--- src/rtl/dtmr_pkg.sv ---
package dtmr_pkg;

    localparam int unsigned ADDR_W = 3;

    // write and read addresses
    localparam int unsigned A_CTRL   = 0;
    localparam int unsigned A_RLD0   = 1;
    localparam int unsigned A_PRESET = 3;
    localparam int unsigned A_CNT0   = 3;
    localparam int unsigned A_CNT1   = 4;

    // control byte bit positions
    localparam int unsigned B_RUN0 = 0;
    localparam int unsigned B_RUN1 = 1;
    localparam int unsigned B_OS0  = 2;
    localparam int unsigned B_OS1  = 3;
    localparam int unsigned B_CASC = 4;
    localparam int unsigned B_SEL  = 5;
    localparam int unsigned B_TEN  = 6;

    typedef enum logic {
        CH_STOP = 1'b0,
        CH_RUN  = 1'b1
    } ch_state_t;

    typedef enum logic {
        TW_LOW  = 1'b0,
        TW_HIGH = 1'b1
    } tw_state_t;

    typedef struct packed {
        logic oneshot0;
        logic oneshot1;
        logic cascade;
        logic chsel;
        logic tout_en;
    } cfg_t;

endpackage

--- src/rtl/dtmr_chan.sv ---
module dtmr_chan
    import dtmr_pkg::*;
#(
    parameter int unsigned W = 8
) (
    input  logic         clk,
    input  logic         rst_n,
    input  logic         tick,
    input  logic         chained,
    input  logic         start_req,
    input  logic         halt_req,
    input  logic         force_stop,
    input  logic         stop_evt,
    input  logic         preset,
    input  logic [W-1:0] reload,
    output logic [W-1:0] count,
    output logic         running,
    output logic         wrap
);

    ch_state_t state_q;
    ch_state_t state_d;
    logic      adv;
    logic      at_floor;

    // state register
    always_ff @(posedge clk) begin
        if (!rst_n) begin
            state_q <= CH_STOP;
        end else begin
            state_q <= state_d;
        end
    end

    // transitions: START, HALT, EXPIRE, FORCE
    always_comb begin
        state_d = state_q;
        unique case (state_q)
            CH_STOP: begin
                if (start_req && !force_stop) begin
                    state_d = CH_RUN;
                end
            end
            CH_RUN: begin
                if (force_stop || halt_req) begin
                    state_d = CH_STOP;
                end else if (start_req) begin
                    state_d = CH_RUN;
                end else if (stop_evt) begin
                    state_d = CH_STOP;
                end
            end
            default: state_d = CH_STOP;
        endcase
    end

    // outputs
    always_comb begin
        running = (state_q == CH_RUN);
    end

    always_comb begin
        adv      = tick && (running || chained) && !preset;
        at_floor = (count == '0);
        wrap     = adv && at_floor;
    end

    // count register
    always_ff @(posedge clk) begin
        if (!rst_n) begin
            count <= '0;
        end else if (preset || wrap) begin
            count <= reload;
        end else if (adv) begin
            count <= count - 1'b1;
        end
    end

endmodule

--- src/rtl/dtmr_regs.sv ---
module dtmr_regs
    import dtmr_pkg::*;
#(
    parameter int unsigned W = 8
) (
    input  logic              clk,
    input  logic              rst_n,
    input  logic              wr_en,
    input  logic [ADDR_W-1:0] wr_addr,
    input  logic [W-1:0]      wr_data,
    input  logic [ADDR_W-1:0] rd_addr,
    input  logic              run0,
    input  logic              run1,
    input  logic [W-1:0]      cnt0,
    input  logic [W-1:0]      cnt1,
    output cfg_t              cfg,
    output logic [W-1:0]      rld0,
    output logic [W-1:0]      rld1,
    output logic [1:0]        start_req,
    output logic [1:0]        halt_req,
    output logic [1:0]        preset,
    output logic              force1,
    output logic [W-1:0]      rd_data
);

    localparam int unsigned NCH = 2;

    logic       ctrl_wr;
    logic       pre_wr;
    logic [7:0] ctrl_img;
    logic [W-1:0] rld_q [NCH];

    always_comb begin
        ctrl_wr = wr_en && (wr_addr == ADDR_W'(A_CTRL));
        pre_wr  = wr_en && (wr_addr == ADDR_W'(A_PRESET));
    end

    // reload registers, one per channel
    for (genvar i = 0; i < NCH; i++) begin : g_rld
        always_ff @(posedge clk) begin
            if (!rst_n) begin
                rld_q[i] <= '0;
            end else if (wr_en && (wr_addr == ADDR_W'(A_RLD0 + i))) begin
                rld_q[i] <= wr_data;
            end
        end

        always_comb begin
            start_req[i] = ctrl_wr && wr_data[i];
            halt_req[i]  = ctrl_wr && !wr_data[i];
            preset[i]    = pre_wr && wr_data[i];
        end
    end

    always_comb begin
        rld0 = rld_q[0];
        rld1 = rld_q[1];
    end

    // mode and output configuration
    always_ff @(posedge clk) begin
        if (!rst_n) begin
            cfg <= '0;
        end else if (ctrl_wr) begin
            cfg.oneshot0 <= wr_data[B_OS0];
            cfg.oneshot1 <= wr_data[B_OS1];
            cfg.cascade  <= wr_data[B_CASC];
            cfg.chsel    <= wr_data[B_SEL];
            cfg.tout_en  <= wr_data[B_TEN];
        end
    end

    // cascade forces channel 1 off, including the write that sets it
    always_comb begin
        force1 = cfg.cascade || (ctrl_wr && wr_data[B_CASC]);
    end

    always_comb begin
        ctrl_img          = '0;
        ctrl_img[B_RUN0]  = run0;
        ctrl_img[B_RUN1]  = run1;
        ctrl_img[B_OS0]   = cfg.oneshot0;
        ctrl_img[B_OS1]   = cfg.oneshot1;
        ctrl_img[B_CASC]  = cfg.cascade;
        ctrl_img[B_SEL]   = cfg.chsel;
        ctrl_img[B_TEN]   = cfg.tout_en;
    end

    always_comb begin
        case (rd_addr)
            ADDR_W'(A_CTRL):     rd_data = W'(ctrl_img);
            ADDR_W'(A_RLD0):     rd_data = rld_q[0];
            ADDR_W'(A_RLD0 + 1): rd_data = rld_q[1];
            ADDR_W'(A_CNT0):     rd_data = cnt0;
            ADDR_W'(A_CNT1):     rd_data = cnt1;
            default:             rd_data = '0;
        endcase
    end

endmodule

--- src/rtl/dtmr_tout.sv ---
module dtmr_tout
    import dtmr_pkg::*;
(
    input  logic clk,
    input  logic rst_n,
    input  logic toggle,
    input  logic enable,
    output logic tout,
    output logic tout_n
);

    tw_state_t st_q;
    tw_state_t st_d;

    always_ff @(posedge clk) begin
        if (!rst_n) begin
            st_q <= TW_LOW;
        end else begin
            st_q <= st_d;
        end
    end

    // TOGGLE transition in both directions
    always_comb begin
        st_d = st_q;
        unique case (st_q)
            TW_LOW:  if (toggle) st_d = TW_HIGH;
            TW_HIGH: if (toggle) st_d = TW_LOW;
            default: st_d = TW_LOW;
        endcase
    end

    always_comb begin
        if (enable) begin
            tout   = (st_q == TW_HIGH);
            tout_n = (st_q == TW_LOW);
        end else begin
            tout   = 1'b1;
            tout_n = 1'b0;
        end
    end

endmodule

--- src/rtl/dual_dtimer.sv ---
module dual_dtimer
    import dtmr_pkg::*;
#(
    parameter int unsigned W = 8
) (
    input  logic              clk,
    input  logic              rst_n,
    input  logic              wr_en,
    input  logic [ADDR_W-1:0] wr_addr,
    input  logic [W-1:0]      wr_data,
    input  logic [ADDR_W-1:0] rd_addr,
    output logic [W-1:0]      rd_data,
    input  logic              cnt_en,
    output logic              ufl0,
    output logic              ufl1,
    output logic              tout,
    output logic              tout_n
);

    cfg_t         cfg;
    logic [W-1:0] rld0;
    logic [W-1:0] rld1;
    logic [W-1:0] cnt0;
    logic [W-1:0] cnt1;
    logic [1:0]   start_req;
    logic [1:0]   halt_req;
    logic [1:0]   preset;
    logic         force1;
    logic         run0;
    logic         run1;
    logic         wrap0;
    logic         wrap1;
    logic         tick1;
    logic         stop0;
    logic         stop1;
    logic         sel_ufl;
    logic         casc;
    logic         os0;
    logic         ten;

    always_comb begin
        casc = cfg.cascade;
        os0  = cfg.oneshot0;
        ten  = cfg.tout_en;
    end

    dtmr_regs #(.W(W)) u_regs (
        .clk       (clk),
        .rst_n     (rst_n),
        .wr_en     (wr_en),
        .wr_addr   (wr_addr),
        .wr_data   (wr_data),
        .rd_addr   (rd_addr),
        .run0      (run0),
        .run1      (run1),
        .cnt0      (cnt0),
        .cnt1      (cnt1),
        .cfg       (cfg),
        .rld0      (rld0),
        .rld1      (rld1),
        .start_req (start_req),
        .halt_req  (halt_req),
        .preset    (preset),
        .force1    (force1),
        .rd_data   (rd_data)
    );

    always_comb begin
        tick1 = casc ? wrap0 : cnt_en;
        stop0 = cfg.oneshot0 && (casc ? wrap1 : wrap0);
        stop1 = cfg.oneshot1 && wrap1;
    end

    dtmr_chan #(.W(W)) u_ch0 (
        .clk        (clk),
        .rst_n      (rst_n),
        .tick       (cnt_en),
        .chained    (1'b0),
        .start_req  (start_req[0]),
        .halt_req   (halt_req[0]),
        .force_stop (1'b0),
        .stop_evt   (stop0),
        .preset     (preset[0]),
        .reload     (rld0),
        .count      (cnt0),
        .running    (run0),
        .wrap       (wrap0)
    );

    dtmr_chan #(.W(W)) u_ch1 (
        .clk        (clk),
        .rst_n      (rst_n),
        .tick       (tick1),
        .chained    (casc),
        .start_req  (start_req[1]),
        .halt_req   (halt_req[1]),
        .force_stop (force1),
        .stop_evt   (stop1),
        .preset     (preset[1]),
        .reload     (rld1),
        .count      (cnt1),
        .running    (run1),
        .wrap       (wrap1)
    );

    always_comb begin
        ufl0    = wrap0;
        ufl1    = wrap1;
        sel_ufl = casc ? wrap1 : (cfg.chsel ? wrap0 : wrap1);
    end

    dtmr_tout u_tout (
        .clk    (clk),
        .rst_n  (rst_n),
        .toggle (sel_ufl),
        .enable (cfg.tout_en),
        .tout   (tout),
        .tout_n (tout_n)
    );

endmodule

--- config.mk ---
export PLATFORM = sky130hd
export DESIGN_NAME = dual_dtimer
export DESIGN_NICKNAME = d
export VERILOG_FILES = /design/src/rtl/dtmr_pkg.sv /design/src/rtl/dtmr_chan.sv /design/src/rtl/dtmr_regs.sv /design/src/rtl/dtmr_tout.sv /design/src/rtl/dual_dtimer.sv
export SDC_FILE = /design/constraint.sdc
export NUM_CORES = 1
export LEC_CHECK = 0
export ABC_AREA = 1
export BUFFER_PORTS_ARGS = -buffer_cell sky130_fd_sc_hd__buf_4
export CORE_MARGIN = 5
export CORE_UTILIZATION = 65
export CTS_BUF_LIST = sky130_fd_sc_hd__clkbuf_2 sky130_fd_sc_hd__clkbuf_4 sky130_fd_sc_hd__clkbuf_8
export CTS_CLUSTER_DIAMETER = 40
export DETAILED_ROUTE_END_ITERATION = 8
export GPL_TIMING_DRIVEN = 0
export PLACE_DENSITY = 0.95
export SLEW_MARGIN = 10
export SYNTH_ARGS = -nofsm -noshare
export SYNTH_HDL_FRONTEND = slang
export SYNTH_HIERARCHICAL = 1
export SYNTH_SLANG_ARGS = --single-unit
--- constraint.sdc ---
create_clock -name clk -period 4.9 [get_ports clk]
set_input_delay 0.735 -clock clk [delete_from_list [all_inputs] [get_ports clk]]
set_output_delay 0.735 -clock clk [all_outputs]
set_load 0.01 [all_outputs]
==> flow_summary.yaml, run 1 <==
drt:
  drt-pass1-iter-count: 8
  wl_per_cell_um: 14.10
  post_drt_via_cell_ratio: 5.766
  num_vias: 2987
  final_antenna_net_count: 0
  drtIter0Drc: 394
  routed_wl_mm: 7.306
  drc: 0
clock_tree:
  numCtsBuffers: 5
  cts_setup_buffers: 0
  ctsHoldBuffers: 0
  clk_path_buf_depth: 2
  clockRootBuffer: "clkbuf_8"
  cts_tree: "yes"
  htreeDepth: 2
  cts.repair.resized: 0
  clkTransAtPathRegs_ps: 80
  clk-insertion-delay-late_ps: 290
  clock-sinks: 40
logic_synthesis:
  synth_enable_flop_cells: 16
  synthFlopType: "dfxtp_1"
  yosysMostFrequentCell: "nand2_1"
  synth_area_per_cell_um2: 6.614
  synth_area_mm2: 0.002844
  yosysWarnings: 6
  synth-compound-area-share_pct: 6.951
  synthMuxAreaShare_pct: 0
  synth.area.top_cells: "dfxtp_1 (17%), edfxtp_1 (17%), nand2_1 (12%)"
  synthAdderAreaFrac_pct: 1.760
  yosys.area.top_type: "dfxtp_1"
  synthArstFlopShare_pct: 0
  synth_xor_area_share_pct: 0.6159
  synth_cells: 430
  synth-simple-area-share_pct: 43.51
  ys_seq_area_share_pct: 33.79
  synth-seq-cells: 40
  synth_top_family_by_area: "simple AND/OR/NAND/NOR gates"
  synth_cell_types: 30
  yosys.area.top_type_share_pct: 16.89
  ys_top_cells_by_count: "nand2_1 (92), inv_1 (71), nor2_1 (63)"
pwr:
  p_total_w: 0.0008480
  power.density_mw_per_mm2: 264.6
  irDropWorstVdd_mv: 0.2194
  cellLeakagePower_nw: 1.607
die:
  die_x_um: 76.15
  pin_count: 30
  die_h_um: 76.15
  initial_core_util_pct: 66.23
  core_area_mm2: 0.004294
  die_area_mm2: 0.005798
  row_count: 24
layout:
  diodes: 0
  nFillCells: 339
  drive_above_1_share_pct: 15.45
  final_nets: 487
  final_core_util_pct: 74.62
  syn_to_final_growth_pct: 12.67
global_routing:
  use_met1_pct: 30.19
  grt_max_degree: 21
  grt_use_met2_pct: 41.18
  grt_pass1_vias: 2853
  grt_pass1_wl_mm: 12.45
  top_usage_layer: "met2"
  globalRouteTotalUtil_pct: 25.47
  overflow: 0
  grtUsageMet3_pct: 6.856
  antenna_found_initial: 0
timing:
  setup_viol: 0
  max_freq_ghz: 0.2742
  fin_crit_ps: 3646
  finalHoldViolCount: 0
  slew_headroom_pct: 20.94
  finalSetupTns_ps: 0
  drv_slew: 0
  hold_ws_ps: 506.5
  worst_pin_slew_ps: 1176
  fin_worst_skew_ps: 6.805
  rsz0062_at_grt: "no"
  layout_worst_path_cycle_share_pct: 74.42
worst_setup_path:
  end_kind: "output port"
  crit_required_ps: 4160
  cp-start-kind: "primary input"
  worstSetupPathType: "primary input to output port"
  worst-endpoint-arrival_ps: 2910
  slowest_delay_ps: 210
  crit_path_start: "wr_addr[2]"
  cp_common_cell: "inv_1"
  path_cells: "buf_4 -> inv_1 -> nand2_2 -> nor4_1 -> inv_1 -> nand2_1 -> nor2_4 -> nand3_4 -> inv_1 -> inv_1 -> o21ai_0 -> nand2_1 -> nor2_4 -> nand3_4 -> inv_1 -> buf_4"
  crit_path_top_delay_cell: "nor2_4"
  worstReg2RegStart: "u_ch0/count[0]"
  cp_max_fo: 7
place:
  routabilityCongestion: 0.8927
  numPortBuffers: 26
  dp.final_hpwl_mm: 5.569
job:
  max_cap_viol_count: 0
status:
  outcome: "finished, final reports clean"
hold_path:
  hp-start: "u_regs/cfg[4]"
  hp-class: "flop to flop"
==> worst max-delay path, delay by kind of cell <==
| kind | cells | cell delay, ps |
|---|---|---|
| and+or+nand+nor | 8 | 1190 |
| AOI/OAI and AO/OA | 1 | 210 |
| buffers and inverters | 7 | 770 |
==> layout make-up <==
| cell class | count | area, um2 | share of cell area [%] |
|---|---|---|---|
| buffer | 9 | 68.82 | 2.148 |
| clock buffer | 6 | 76.32 | 2.382 |
| clock inverter | 2 | 16.27 | 0.5076 |
| inverter | 82 | 307.8 | 9.606 |
| multi-input combinational | 301 | 1514 | 47.25 |
| sequential | 40 | 960.9 | 29.99 |
| tap | 52 | 65.06 | 2.030 |
| timing repair buffer | 26 | 195.2 | 6.091 |
==> placed cells by master, fill, tap and decap left out, types with 4 or more instances in the layout <==
| cell | n |
|---|---|
| a21oi_1 | 13 |
| buf_4 | 29 |
| clkbuf_8 | 5 |
| dfxtp_1 | 24 |
| edfxtp_1 | 16 |
| ha_1 | 4 |
| inv_1 | 71 |
| inv_2 | 11 |
| nand2_1 | 92 |
| nand3_1 | 48 |
| nand4_1 | 26 |
| nor2_1 | 63 |
| nor2_2 | 7 |
| nor2_4 | 4 |
| o21ai_0 | 16 |
| o21ai_1 | 4 |
==> path summary, 6_finish.rpt <==
kind / to / slack (ps) / depth (start not counted)
min: u_regs/cfg[4] / 510 / 2
min reg2reg: u_regs/cfg[4] / 510 / 2
max reg2reg: u_ch0/running / 2160 / 17
max: ufl1 / 1250 / 16
==> stage by stage <==
stage	std cells	worst slack [ps]	cell area, um2
floorplan	432	1768	2851
global placement	510	1416	3112
detailed placement	510	1325	3112
CTS	518	1319	3204
global route	518	1119	3204
finish	518	1254	3204
==> state kept, by name (all words and copies together) (netlist names) <==
signal	flops
u_ch1/running	1
u_ch1/count	8
u_regs/rld_q	16
u_regs/cfg	5
u_tout/st_q	1
u_ch0/count	8
u_ch0/running	1
==> routing by layer <==
metal  part of all wire [%]  up-vias
met5                      0        -
met4                    4.1        0
met3                     10       37
met2                     46      192
met1                     39     1305
li1                       -     1453
==> cell families (layout without fill, tap and decap cells) <==
logic type                 after synthesis  after routing
and+or+nand+nor                        255            255
buffers and inverters                   91            125
DFF                                     40             40
AOI/OAI and AO/OA                       37             37
adders and majority gates                4              4
xor gates and xnor gates                 2              2
other                                    1              3
==> report_power, final <==
part | switching [W] | internal, W | total (W) | leakage [nW]
logic | 0.000142 | 0.0000844 | 0.000226 | 1.21
registers | 0.0000258 | 0.000368 | 0.000394 | 0.350
clock network | 0.000121 | 0.000107 | 0.000228 | 0.0448
(Power assumes the default switching activity.)
==> inputs of run 2 (changes only) <==
--- a/config.mk
+++ b/config.mk
@@ -8,12 +8,12 @@
 export ABC_AREA = 1
 export BUFFER_PORTS_ARGS = -buffer_cell sky130_fd_sc_hd__buf_4
 export CORE_MARGIN = 5
-export CORE_UTILIZATION = 65
+export CORE_UTILIZATION = 61
 export CTS_BUF_LIST = sky130_fd_sc_hd__clkbuf_2 sky130_fd_sc_hd__clkbuf_4 sky130_fd_sc_hd__clkbuf_8
 export CTS_CLUSTER_DIAMETER = 40
 export DETAILED_ROUTE_END_ITERATION = 8
 export GPL_TIMING_DRIVEN = 0
-export PLACE_DENSITY = 0.95
+export PLACE_DENSITY = 0.92
 export SLEW_MARGIN = 10
 export SYNTH_ARGS = -nofsm -noshare
 export SYNTH_HDL_FRONTEND = slang
==> constraint.sdc (replaced) <==
create_clock -name clk -period 3.58 [get_ports clk]
set_input_delay 0.537 -clock clk [delete_from_list [all_inputs] [get_ports clk]]
set_output_delay 0.537 -clock clk [all_outputs]
set_load 0.01 [all_outputs]
==> run 2 against run 1 <==
Against the previous run: sequential power grew 37%; non-clock buffer count unchanged; register-to-register slack lost 1300 ps; clock skew is essentially flat; sequential share of layout area fell by 0.40 points; design area rose by 1.4%; worst hold slack better by 8.4 ps; via count is 1.1% higher; cell count did not move; combinational power increased by 39%; critical endpoint unchanged.
==> flow_summary.yaml, run 2 (synthesis gave the netlist of run 1 again) <==
status:
  outcome: "finished, final reports clean"
die:
  die_x_um: 78.28
  die_h_um: 78.28
  row_count: 24
  core_area_mm2: 0.004444
  pin_count: 30
  initial_core_util_pct: 63.99
  die_area_mm2: 0.006128
timing:
  worst_pin_slew_ps: 1136
  fin_crit_ps: 3240
  layout_worst_path_cycle_share_pct: 90.51
  fin_worst_skew_ps: 7.107
  rsz0062_at_grt: "no"
  slew_headroom_pct: 23.62
  finalSetupTns_ps: 0
  max_freq_ghz: 0.3086
  final.setup.worst_slack_ps: 339.6
  drv_slew: 0
  setup_viol: 0
  finalHoldViolCount: 0
pwr:
  p_sw_share_pct: 30.95
  combPwrFrac_pct: 24.0
  power_frac_seq_pct: 41.1
  power.density_mw_per_mm2: 403.9
  p_sw_w: 0.0004060
  irDropWorstVdd_mv: 0.2678
  p_int_w: 0.0009059
  cellLeakagePower_nw: 1.631
  clkPwrFrac_pct: 34.9
worst_setup_path:
  cp_max_fo: 7
  crit_path_top_delay_cell: "nor2_4"
  crit_required_ps: 3040
  slowest_delay_ps: 220
  worst-endpoint-arrival_ps: 2700
  path_cells: "buf_4 -> inv_1 -> nand2_2 -> nor4_1 -> inv_1 -> nand2_1 -> nor2_4 -> nand3_4 -> inv_1 -> inv_1 -> o21ai_0 -> nand2_1 -> nor2_4 -> nand3_4 -> inv_1 -> buf_4"
  end_kind: "output port"
  cp_common_cell: "inv_1"
  cp-start-kind: "primary input"
  worstSetupPathType: "primary input to output port"
place:
  numPortBuffers: 26
  dp.final_hpwl_mm: 5.597
  dp_slack_ps: 417.0
  routabilityCongestion: 0.8972
global_routing:
  grt_pass1_wl_mm: 12.63
  grt_max_degree: 21
  antenna_found_initial: 0
  globalRouteTotalUtil_pct: 25.85
  grt_pass1_vias: 2800
  overflow: 0
clock_tree:
  cts_tree: "yes"
  numCtsBuffers: 5
  ctsHoldBuffers: 0
  clkTransAtPathRegs_ps: 80
  clk_path_buf_depth: 2
  clock-sinks: 40
  clockRootBuffer: "clkbuf_8"
  htreeDepth: 2
  clk-insertion-delay-late_ps: 300
  cts_setup_buffers: 0
  cts.repair.resized: 0
drt:
  wl_per_cell_um: 14.78
  drtIter0Drc: 558
  drt-pass1-iter-count: 6
  post_drt_via_cell_ratio: 5.828
  routed_wl_mm: 7.658
  drc: 0
  num_vias: 3019
  final_antenna_net_count: 0
layout:
  reg_top3: "u_regs/rld_q x16, u_ch0/count x8, u_ch1/count x8"
  drive_above_1_share_pct: 15.45
  syn_to_final_growth_pct: 14.21
  regArea_um2: 960.9
  final_cell_mix: "nand2_1 (92), inv_1 (71), nor2_1 (63), nand3_1 (48), buf_4 (29)"
  top_register: "u_regs/rld_q"
  multiInputGateArea_mm2: 0.001514
  diodes: 0
  largest_reg_flops: 16
  layout_commonest_cell: "nand2_1"
  final_nets: 487
  nFillCells: 364
hold_path:
  hp-class: "flop to flop"
job:
  max_cap_viol_count: 0
run 2: worst max-delay path: cells and delay by family:
kind / cells / cell delay (ps)
simple gates: 8 / 1140
buf+inv: 7 / 810
compound gates: 1 / 200
run 2: power by group through the flow:
| stage | sequential, W | combinational [W] | clock (W) |
|---|---|---|---|
| after CTS | 0.000538 | 0.000309 | 0.000459 |
| after detailed placement | 0.000548 | 0.000302 | 0 |
| final | 0.000539 | 0.000315 | 0.000458 |
| after global routing | 0.000543 | 0.000354 | 0.000477 |
| after floorplan | 0.000535 | 0.000226 | 0 |
| after global placement | 0.000547 | 0.000290 | 0 |
run 2: area by class of cell:
type                    count  area share (%)
multi-input cells         301           46.61
clock inverters             2           1.849
inverters                  82           9.476
plain buffers               9           2.119
clock buffers               6           2.350
well taps                  52           2.003
flip-flops and latches     40           29.58
repair buffers             26           6.009
run 2: worst paths after layout:
check                                     from             to  slack (ps)  cells after the start
worst min register to register     u_tout/st_q    u_tout/st_q         510                      2
worst max-delay path                wr_addr[2]           ufl1         340                     16
worst max register to register  u_ch0/count[0]  u_ch0/running         870                     17
worst min-delay path               u_tout/st_q    u_tout/st_q         510                      2
run 2: per-stage QoR:
step	power (W)	area, um2	hold WS, ps	cells	util [%]
detailed placement	0.0008501	3112	499.9	510	70.02
global placement	0.0008372	3112	483.8	510	70.02
floorplan	0.0007609	2851	451.1	432	-
finish	0.001312	3248	514.9	518	73.09
CTS	0.001305	3248	511.6	518	73.09
global route	0.001374	3248	558.2	518	73.09
run 2: layer usage:
layer	vias up	share of wire [%]	global-route usage (%)
met1	1320	39	31.81
met4	0	3.2	10.14
met3	32	10	5.606
met5	-	0	0
li1	1457	-	-
met2	210	48	44.18
==> inputs of run 3 (changes only) <==
--- a/config.mk
+++ b/config.mk
@@ -8,7 +8,7 @@
 export ABC_AREA = 1
 export BUFFER_PORTS_ARGS = -buffer_cell sky130_fd_sc_hd__buf_4
 export CORE_MARGIN = 5
-export CORE_UTILIZATION = 61
+export CORE_UTILIZATION = 60
 export CTS_BUF_LIST = sky130_fd_sc_hd__clkbuf_2 sky130_fd_sc_hd__clkbuf_4 sky130_fd_sc_hd__clkbuf_8
 export CTS_CLUSTER_DIAMETER = 40
 export DETAILED_ROUTE_END_ITERATION = 8
@@ -17,5 +17,4 @@
 export SLEW_MARGIN = 10
 export SYNTH_ARGS = -nofsm -noshare
 export SYNTH_HDL_FRONTEND = slang
-export SYNTH_HIERARCHICAL = 1
 export SYNTH_SLANG_ARGS = --single-unit
==> run 3 against run 2 <==
Against the previous run: sequential cell count did not move; register-to-register slack gained 930 ps; worst hold slack lost 47 ps; critical path type is now flop to output port; largest cell class unchanged; largest power group unchanged.
==> flow_summary.yaml, run 3 <==
status:
  outcome: "finished, final reports clean"
worst_setup_path:
  crit_required_ps: 3040
  worstSetupPathType: "flop to output port"
  worst-endpoint-arrival_ps: 1860
  end_kind: "output port"
  cp-start-kind: "flop"
  cp_max_fo: 10
logic_synthesis:
  yosys.area.top_type_share_pct: 19.79
  yosysMostFrequentCell: "inv_1"
  yosys.area.top_type: "dfxtp_1"
  ys_top_cells_by_count: "inv_1 (57), nand2_1 (49), nand3_1 (39)"
  synthFlopType: "dfxtp_1"
  synth_cell_types: 32
  ys_seq_area_share_pct: 39.59
  synthArstFlopShare_pct: 0
  syn-num-nets: 346
  synth.area.top_cells: "dfxtp_1 (20%), edfxtp_1 (20%), inv_1 (8.8%)"
  synth_area_mm2: 0.002427
  synth-seq-cells: 40
  synth_area_per_cell_um2: 7.469
  yosysWarnings: 0
  synth_cells: 325
  synth_enable_flop_cells: 16
die:
  initial_core_util_pct: 61.12
  die_x_um: 73.61
  die_h_um: 73.61
  row_count: 23
  core_area_mm2: 0.003971
  pin_count: 30
  die_area_mm2: 0.005418
timing:
  fin_crit_ps: 2396
  slew_headroom_pct: 24.58
  max_freq_ghz: 0.4173
  layout_worst_path_cycle_share_pct: 66.94
  worst_pin_slew_ps: 1122
  finalSetupTns_ps: 0
  drv_slew: 0
  rsz0062_at_grt: "no"
  setup_viol: 0
  finalHoldViolCount: 0
  fin_worst_skew_ps: 7.222
pwr:
  irDropWorstVdd_mv: 0.2785
  power.density_mw_per_mm2: 379.1
  p_total_w: 0.001063
  cellLeakagePower_nw: 1.343
global_routing:
  antenna_found_initial: 0
  grt_pass1_vias: 2214
  grt_pass1_wl_mm: 10.13
  grt_max_degree: 14
  globalRouteTotalUtil_pct: 24.59
  overflow: 0
clock_tree:
  numCtsBuffers: 5
  clk_path_buf_depth: 2
  clk-insertion-delay-late_ps: 300
  ctsHoldBuffers: 0
  cts_tree: "yes"
  clkTransAtPathRegs_ps: 80
  clockRootBuffer: "clkbuf_8"
  cts_setup_buffers: 0
  htreeDepth: 2
  clock-sinks: 40
  cts.repair.resized: 0
place:
  placed_cells: 404
  dp.final_hpwl_mm: 4.805
  routabilityCongestion: 1.020
  numPortBuffers: 29
layout:
  top_register: "u_regs.rld_q"
  largest_reg_flops: 16
  final_cells: 412
  layout_commonest_cell: "inv_1"
  final_cell_mix: "inv_1 (57), nand2_1 (49), nand3_1 (39), nor2_1 (29), buf_4 (29)"
  reg_top3: "u_regs.rld_q x16, u_ch0.count x8, u_ch1.count x8"
  drive_above_1_share_pct: 18.78
  syn_to_final_growth_pct: 15.57
  final_nets: 382
  diodes: 0
drt:
  wl_per_cell_um: 15.47
  post_drt_via_cell_ratio: 5.806
  drc: 0
  final_antenna_net_count: 0
  routed_wl_mm: 6.372
  num_vias: 2392
  drt-pass1-iter-count: 7
  drtIter0Drc: 253
hold_path:
  hp-class: "flop to flop"
job:
  max_cap_viol_count: 0
## run 3: critical path, stage by stage, from the launching register on
cell	delay, ps
dfxtp_1	310
inv_1	140
ha_1	190
nand3_1	80
nor2_1	170
nand3_2	150
nand2_2	140
nand2_4	70
buf_8	150
inv_1	60
buf_4	110
## run 3: cell families (layout without fill, tap and decap cells)
group                      after synthesis  count (layout)  synth area share [%]
buffers and inverters                   70             107                 11.44
AOI/OAI and AO/OA                       61              61                 15.36
adders and majority gates                3               3                 1.547
DFF                                     40              40                 39.59
and+or+nand+nor                        145             145                 29.90
xor gates and xnor gates                 6               6                 2.165
## run 3: cell type report
type                       count  area (um2)
clock inverter                 2       15.01
tap                           50       62.56
buffer                         6       37.54
sequential                    40       960.9
clock buffer                   6       82.58
timing repair buffer          29       217.7
inverter                      64       240.2
fill                         321        1166
multi-input combinational    215        1189
## run 3: worst paths after layout
check | startpoint | to | slack [ps] | cells past startpoint
min | u_ch0.count[5] | u_ch0.count[5] | 470 | 2
min reg2reg | u_ch0.count[5] | u_ch0.count[5] | 470 | 2
max reg2reg | u_ch0.count[0] | u_ch1.count[1] | 1800 | 12
max | u_ch0.count[0] | ufl1 | 1180 | 10
## run 3: power by group
part	leakage, nW	total, W	switching (W)	internal (W)
sequential	0.350	0.000518	0.0000191	0.000499
combinational	0.950	0.000222	0.000135	0.0000874
clock	0.0434	0.000323	0.000167	0.000156
## run 3: routing by layer
| metal | part of all wire [%] | vias to the layer above | GRT usage, % |
|---|---|---|---|
| met5 | 0 | - | 0 |
| met4 | 4.5 | 0 | 13.08 |
| met3 | 8.6 | 30 | 4.378 |
| met2 | 47 | 140 | 39.37 |
| met1 | 40 | 1071 | 31.38 |
| li1 | - | 1151 | - |
## run 3: metrics by stage
stage                     setup WS [ps]  instance area [um2]  utilization [%]  hold WS [ps]
after global routing               1067                 2805            70.64         518.6
after CTS                          1183                 2805            70.64         474.8
after global placement             1270                 2708            68.18         455.1
final                              1184                 2805            70.64         468.3
after floorplan                    1677                 2427                -         439.4
after detailed placement           1265                 2708            68.18         462.7
